<file path="config.mk">
export PLATFORM = sky130hd
export DESIGN_NAME = wdog_svc_timer
export DESIGN_NICKNAME = d
export VERILOG_FILES = /design/src/rtl/wdog_pkg.sv /design/src/rtl/wdog_ctrl_reg.sv /design/src/rtl/wdog_key_seq.sv /design/src/rtl/wdog_tick_gen.sv /design/src/rtl/wdog_down_cnt.sv /design/src/rtl/wdog_svc_timer.sv
export SDC_FILE = /design/constraint.sdc
export NUM_CORES = 1
export LEC_CHECK = 0
export BUFFER_PORTS_ARGS = -buffer_cell sky130_fd_sc_hd__buf_4
export CAP_MARGIN = 20
export CORE_ASPECT_RATIO = 0.75
export CORE_MARGIN = 4
export CORE_UTILIZATION = 55
export DETAILED_ROUTE_END_ITERATION = 8
export MAX_ROUTING_LAYER = met4
export PLACE_DENSITY = 0.83
export SLEW_MARGIN = 15
export SYNTH_ARGS = -nofsm -noshare
export SYNTH_HDL_FRONTEND = slang
export SYNTH_SLANG_ARGS = --single-unit
</file>
<file path="constraint.sdc">
create_clock -name clk -period 3.1 [get_ports clk]
set_clock_uncertainty 0.2 [all_clocks]
set_input_delay 0.155 -clock clk [delete_from_list [all_inputs] [get_ports clk]]
set_output_delay 0.155 -clock clk [all_outputs]
set_load 0.05 [all_outputs]
</file>
<file path="src/rtl/wdog_pkg.sv">
package wdog_pkg;
  localparam logic [15:0] KEY_FIRST  = 16'h556C;
  localparam logic [15:0] KEY_SECOND = 16'hAA39;

  localparam logic [1:0] ADDR_CTRL = 2'd0;
  localparam logic [1:0] ADDR_CNT  = 2'd1;
  localparam logic [1:0] ADDR_SVC  = 2'd2;

  localparam int CTL_PRE = 0;
  localparam int CTL_ACT = 1;
  localparam int CTL_RUN = 2;
  localparam int CTL_FRZ = 3;

  localparam logic [31:0] CTRL_KEEP_MASK = 32'hFFFF_FF8B;

  localparam int CNT_W = 17;

  typedef enum logic {KS_IDLE, KS_ARMED} key_state_e;
endpackage

</file>
<file path="src/rtl/wdog_ctrl_reg.sv">
module wdog_ctrl_reg
  import wdog_pkg::*;
(
  input  logic        clk,
  input  logic        rst_n,
  input  logic        wr_ctrl,
  input  logic [31:0] wdata,
  output logic [31:0] ctrl_q
);
  logic [31:0] ctrl_d;

  always_comb begin
    ctrl_d = ctrl_q;
    if (wr_ctrl) begin
      ctrl_d = wdata & CTRL_KEEP_MASK;
      ctrl_d[CTL_RUN] = wdata[CTL_RUN] | ctrl_q[CTL_RUN];
    end
  end

  always_ff @(posedge clk or negedge rst_n) begin
    if (!rst_n) ctrl_q <= '0;
    else        ctrl_q <= ctrl_d;
  end
endmodule

</file>
<file path="src/rtl/wdog_key_seq.sv">
module wdog_key_seq
  import wdog_pkg::*;
(
  input  logic        clk,
  input  logic        rst_n,
  input  logic        wr_svc,
  input  logic [15:0] svc_data,
  output logic        svc_fire
);
  key_state_e st_q, st_d;

  always_comb begin
    st_d     = st_q;
    svc_fire = 1'b0;
    if (wr_svc) begin
      unique case (st_q)
        KS_IDLE:  st_d = (svc_data == KEY_FIRST) ? KS_ARMED : KS_IDLE;
        KS_ARMED: begin
          st_d     = KS_IDLE;
          svc_fire = (svc_data == KEY_SECOND);
        end
        default:  st_d = KS_IDLE;
      endcase
    end
  end

  always_ff @(posedge clk or negedge rst_n) begin
    if (!rst_n) st_q <= KS_IDLE;
    else        st_q <= st_d;
  end
endmodule

</file>
<file path="src/rtl/wdog_tick_gen.sv">
module wdog_tick_gen #(
  parameter int PRESCALE_DIV = 2048
) (
  input  logic clk,
  input  logic rst_n,
  input  logic run,
  input  logic halt,
  input  logic restart,
  input  logic pre_en,
  output logic tick
);
  localparam int PW = (PRESCALE_DIV > 2) ? $clog2(PRESCALE_DIV) : 1;
  localparam logic [PW-1:0] PLAST = PW'(PRESCALE_DIV - 1);

  logic [PW-1:0] pcnt_q, pcnt_d;
  logic          step_en;
  logic          at_last;

  assign step_en = run & ~halt;
  assign at_last = (pcnt_q == PLAST);
  assign tick    = step_en & (~pre_en | at_last);

  always_comb begin
    pcnt_d = pcnt_q;
    if (restart || !run)      pcnt_d = '0;
    else if (step_en && pre_en) pcnt_d = at_last ? '0 : pcnt_q + 1'b1;
  end

  always_ff @(posedge clk or negedge rst_n) begin
    if (!rst_n) pcnt_q <= '0;
    else        pcnt_q <= pcnt_d;
  end
endmodule

</file>
<file path="src/rtl/wdog_down_cnt.sv">
module wdog_down_cnt
  import wdog_pkg::*;
(
  input  logic             clk,
  input  logic             rst_n,
  input  logic             run,
  input  logic             tick,
  input  logic             svc_fire,
  input  logic             act_sel,
  input  logic [15:0]      timeout,
  output logic [CNT_W-1:0] cnt_q,
  output logic             rst_req,
  output logic             nmi_req
);
  logic [CNT_W-1:0] cnt_d;
  logic [CNT_W-1:0] reload_val;
  logic             expire;
  logic             rst_d, nmi_d;

  assign reload_val = (timeout == 16'd0) ? {1'b1, 16'd0} : {1'b0, timeout};
  assign expire     = run & tick & ~svc_fire & (cnt_q <= CNT_W'(1));
  assign rst_d      = expire & act_sel;
  assign nmi_d      = expire & ~act_sel;

  always_comb begin
    cnt_d = cnt_q;
    if (!run || svc_fire || expire) cnt_d = reload_val;
    else if (tick)                  cnt_d = cnt_q - 1'b1;
  end

  always_ff @(posedge clk or negedge rst_n) begin
    if (!rst_n) begin
      cnt_q   <= {1'b1, 16'd0};
      rst_req <= 1'b0;
      nmi_req <= 1'b0;
    end else begin
      cnt_q   <= cnt_d;
      rst_req <= rst_d;
      nmi_req <= nmi_d;
    end
  end
endmodule

</file>
<file path="src/rtl/wdog_svc_timer.sv">
module wdog_svc_timer
  import wdog_pkg::*;
#(
  parameter int PRESCALE_DIV = 2048
) (
  input  logic        clk,
  input  logic        rst_n,
  input  logic        wr_en,
  input  logic [1:0]  addr,
  input  logic [31:0] wdata,
  output logic [31:0] rdata,
  input  logic        freeze_in,
  output logic        rst_req,
  output logic        nmi_req
);
  logic [31:0]      ctrl_q;
  logic             wr_ctrl, wr_svc;
  logic             svc_fire;
  logic             tick;
  logic             halt;
  logic [CNT_W-1:0] cnt_q;

  assign wr_ctrl = wr_en & (addr == ADDR_CTRL);
  assign wr_svc  = wr_en & (addr == ADDR_SVC);
  assign halt    = freeze_in & ctrl_q[CTL_FRZ];

  wdog_ctrl_reg u_ctrl (
    .clk(clk), .rst_n(rst_n), .wr_ctrl(wr_ctrl), .wdata(wdata), .ctrl_q(ctrl_q)
  );

  wdog_key_seq u_key (
    .clk(clk), .rst_n(rst_n), .wr_svc(wr_svc), .svc_data(wdata[15:0]),
    .svc_fire(svc_fire)
  );

  wdog_tick_gen #(.PRESCALE_DIV(PRESCALE_DIV)) u_tick (
    .clk(clk), .rst_n(rst_n), .run(ctrl_q[CTL_RUN]), .halt(halt),
    .restart(svc_fire), .pre_en(ctrl_q[CTL_PRE]), .tick(tick)
  );

  wdog_down_cnt u_cnt (
    .clk(clk), .rst_n(rst_n), .run(ctrl_q[CTL_RUN]), .tick(tick),
    .svc_fire(svc_fire), .act_sel(ctrl_q[CTL_ACT]), .timeout(ctrl_q[31:16]),
    .cnt_q(cnt_q), .rst_req(rst_req), .nmi_req(nmi_req)
  );

  always_comb begin
    unique case (addr)
      ADDR_CTRL: rdata = ctrl_q;
      ADDR_CNT:  rdata = {{(32-CNT_W){1'b0}}, cnt_q};
      default:   rdata = '0;
    endcase
  end
endmodule

</file>
==> run summary <==
status = finished clean
clk slew on worst S/H paths = 0.07 ns
Clock Tree Buf Depth = 2
sequential share of the synthesized area = 0.449
Yosys cell types = 58
max-slew violations = 0
cell-internal power = 1800 µW
Sink Count = 60
EDFF count, synth = 0
Hold Fails Final Rpt = 0
initial antenna violation count = 0
critical path type = flop to flop
Synth Cell Area = 0.00335 mm²
CTS root buffer = clkbuf_8
#FFs+latches synth = 60
most common cell after layout, fill and taps aside = buf_4
Area Growth Syn to Fin = 34.3%
drc violations = 0
Synth Warn # = 0
cts bufs inserted = 9
first-pass GRT wire length = 15,000 µm
CP Capture Type = flop
total number of vias = 3,146
Req. time, crit path = 3.16 ns
H-tree levels = 3
top-level I/O count = 72
fin worst setup slack = 0.379 ns
core area = 0.00586 mm²
DRT iter0 DRCs = 344
Post-Synthesis Net Count = 385
# port buffers = 71
grt ovf = 0
Post-Route Utilization = 0.768
layout cells sized above 1 = 0.285
n_diodes = 0
Max stage delay cell, worst path = or4_1
Post-synth ARST share = 1.00
GRT Util Overall = 0.274
die height = 75.6 µm
RSZ-0062 raised after global routing = no
Hold Path Class = primary input to flop
crit path buf inv count = 0
delay-heaviest family, CP = simple AND/OR/NAND/NOR gates
drt total wl = 9440 µm
CP arrival = 2.78 ns
Final period util = 0.878
gate count of the mapped netlist = 344
switching pwr = 969 µW
Resize count post-CTS = 0
CP max stage delay = 0.60 ns
CTS tree = done
critical path fanouts, max = 13
worst-skew pair later-pin latency = 0.35 ns
worst hold margin = 0.0827 ns
max capacitance violation total = 0
Rel. slew slack = 0.487
Clk network pwr share = 0.297
DR vias/cell = 5.97
Routed WL per cell = 17.9 µm
PD cells = 616 mW/mm²
Placed Area = 0.00395 mm²
Die Area = 0.00742 mm²
nets = 485
number of global-route vias before repair = 2,962
pre-CTS setup slack = 0.426 ns
Sequential Power Share = 0.405
Peak VDD IR = 0.447 mV
sw frac = 0.350
GP Congestion = 0.956
die width = 98.1 µm
# rows = 24
cell area after layout = 0.00450 mm²
first drt pass iteration count = 5
DP HPWL = 6310 µm
Main synth FF type = dfrtp_1
Final setup viols = 0
Post-Syn Area per Cell = 9.74 µm²
logic gate share of total power = 0.299
largest net degree at the start of global routing = 61
max frequency = 368 MHz
most frequent cells in the layout = buf_4, dfrtp_1, nor2_1, dlygate4sd3_1, mux2_2
Final min period = 2.72 ns
starting density of the core = 0.572
CP Cell Sequence = ha_1 -> nand2_1 -> or4_4 -> a21o_1 -> or4_1 -> mux2i_1 -> o32ai_1
measured slew at the worst slew-check pin = 0.770 ns
element type at the critical path start = flop
Routed Antenna Nets = 0
final setup TNS = 0 ns
Leak = 0.00204 µW
## flip-flops by register name, indices dropped and copies added, names as in the netlist
signal         count
u_ctrl.ctrl_q     29
u_cnt.cnt_q       17
u_tick.pcnt_q     11
u_cnt.nmi_req      1
u_cnt.rst_req      1
u_key.st_q         1
## power groups by stage
stage	registers [µW]	logic (µW)	clock network [µW]
after floorplan	1060	589	0
after global placement	1120	763	0
after detailed placement	1130	778	0
after CTS	1120	815	832
after global routing	1150	896	871
final	1120	827	821
## layer usage
metal  track usage  share of wire  wire length [µm]
met1         0.352           0.43              4100
met2         0.425           0.46              4350
met3        0.0695          0.082               773
met4         0.103          0.023               216
met5             -              0                 0
## worst register-to-register path, delay by kind of cell, from the launching register on
family	cells	cell delay [ns]
AOI/OAI and AO/OA	2	0.49
adders and majority gates	1	0.24
DFF	1	0.41
muxes	1	0.14
and+or+nand+nor	3	1.15
## cells by family (layout without fill, tap and decap cells)
logic type	after synthesis	after routing	synth area share
AO/OA/AOI/OAI	61	61	0.129
flip-flops	60	60	0.449
AND/OR/NAND/NOR	145	145	0.226
XOR/XNOR	5	5	0.0131
buffers and inverters	27	132	0.0332
adder cells (fa/ha/maj)	3	3	0.0112
multiplexers	43	43	0.139
## layout make-up
| cell class | instances | area [µm²] |
|---|---|---|
| fill | 408 | 1360 |
| timing repair buffer | 107 | 893 |
| multi-input combinational | 257 | 1740 |
| inverter | 9 | 33.8 |
| tap | 78 | 97.6 |
| sequential | 60 | 1500 |
| clock buffer | 12 | 165 |
| clock inverter | 4 | 70.1 |
## synth_stat cells, drive strengths merged (2+ instances only)
| cell | number | area (µm²) |
|---|---|---|
| a21o | 2 | 15.0 |
| a21oi | 16 | 87.6 |
| a22o | 4 | 35.0 |
| a2bb2oi | 2 | 17.5 |
| a31oi | 4 | 25.0 |
| and2 | 20 | 125 |
| and3 | 2 | 12.5 |
| buf | 5 | 28.8 |
| clkbuf | 13 | 48.8 |
| dfrtp | 59 | 1480 |
| ha | 3 | 37.5 |
| inv | 9 | 33.8 |
| mux2 | 28 | 315 |
| mux2i | 15 | 150 |
| nand2 | 25 | 98.8 |
| nand3 | 5 | 25.0 |
| nand3b | 2 | 15.0 |
| nand4 | 5 | 31.3 |
| nand4b | 4 | 35.0 |
| nor2 | 43 | 161 |
| nor2b | 3 | 18.8 |
| nor3 | 12 | 60.1 |
| nor3b | 2 | 15.0 |
| nor4 | 10 | 62.6 |
| o21ai | 10 | 53.8 |
| o2bb2ai | 5 | 43.8 |
| o31a | 2 | 17.5 |
| o31ai | 2 | 15.0 |
| o32a | 2 | 20.0 |
| o32ai | 2 | 17.5 |
| or3 | 2 | 12.5 |
| or4 | 4 | 33.8 |
| xor2 | 4 | 35.0 |
## through the flow
step | std cells | total power (µW)
finish | 527 | 2770
global route | 527 | 2910
CTS | 527 | 2760
detailed placement | 480 | 1910
global placement | 480 | 1880
floorplan | 344 | 1640
## worst paths after layout
path	start	endpoint	slack [ns]	cells after the start
max	u_tick.pcnt_q[0]	u_cnt.cnt_q[16]	0.38	7
min	addr[1]	u_key.st_q	0.08	3
max reg2reg	u_tick.pcnt_q[0]	u_cnt.cnt_q[16]	0.38	7
min reg2reg	u_ctrl.ctrl_q[22]	u_cnt.cnt_q[16]	0.31	1
max in group asynchronous	rst_n	u_ctrl.ctrl_q[19]	1.97	2
min in group asynchronous	rst_n	u_ctrl.ctrl_q[0]	0.23	2
## repair_timing
action | CTS | global route
buffers inserted | 0 | 0
endpoints found under the hold margin | 89 | 0
hold buffers | 31 | 0
Note: power is estimated with default switching activity, not from simulation.
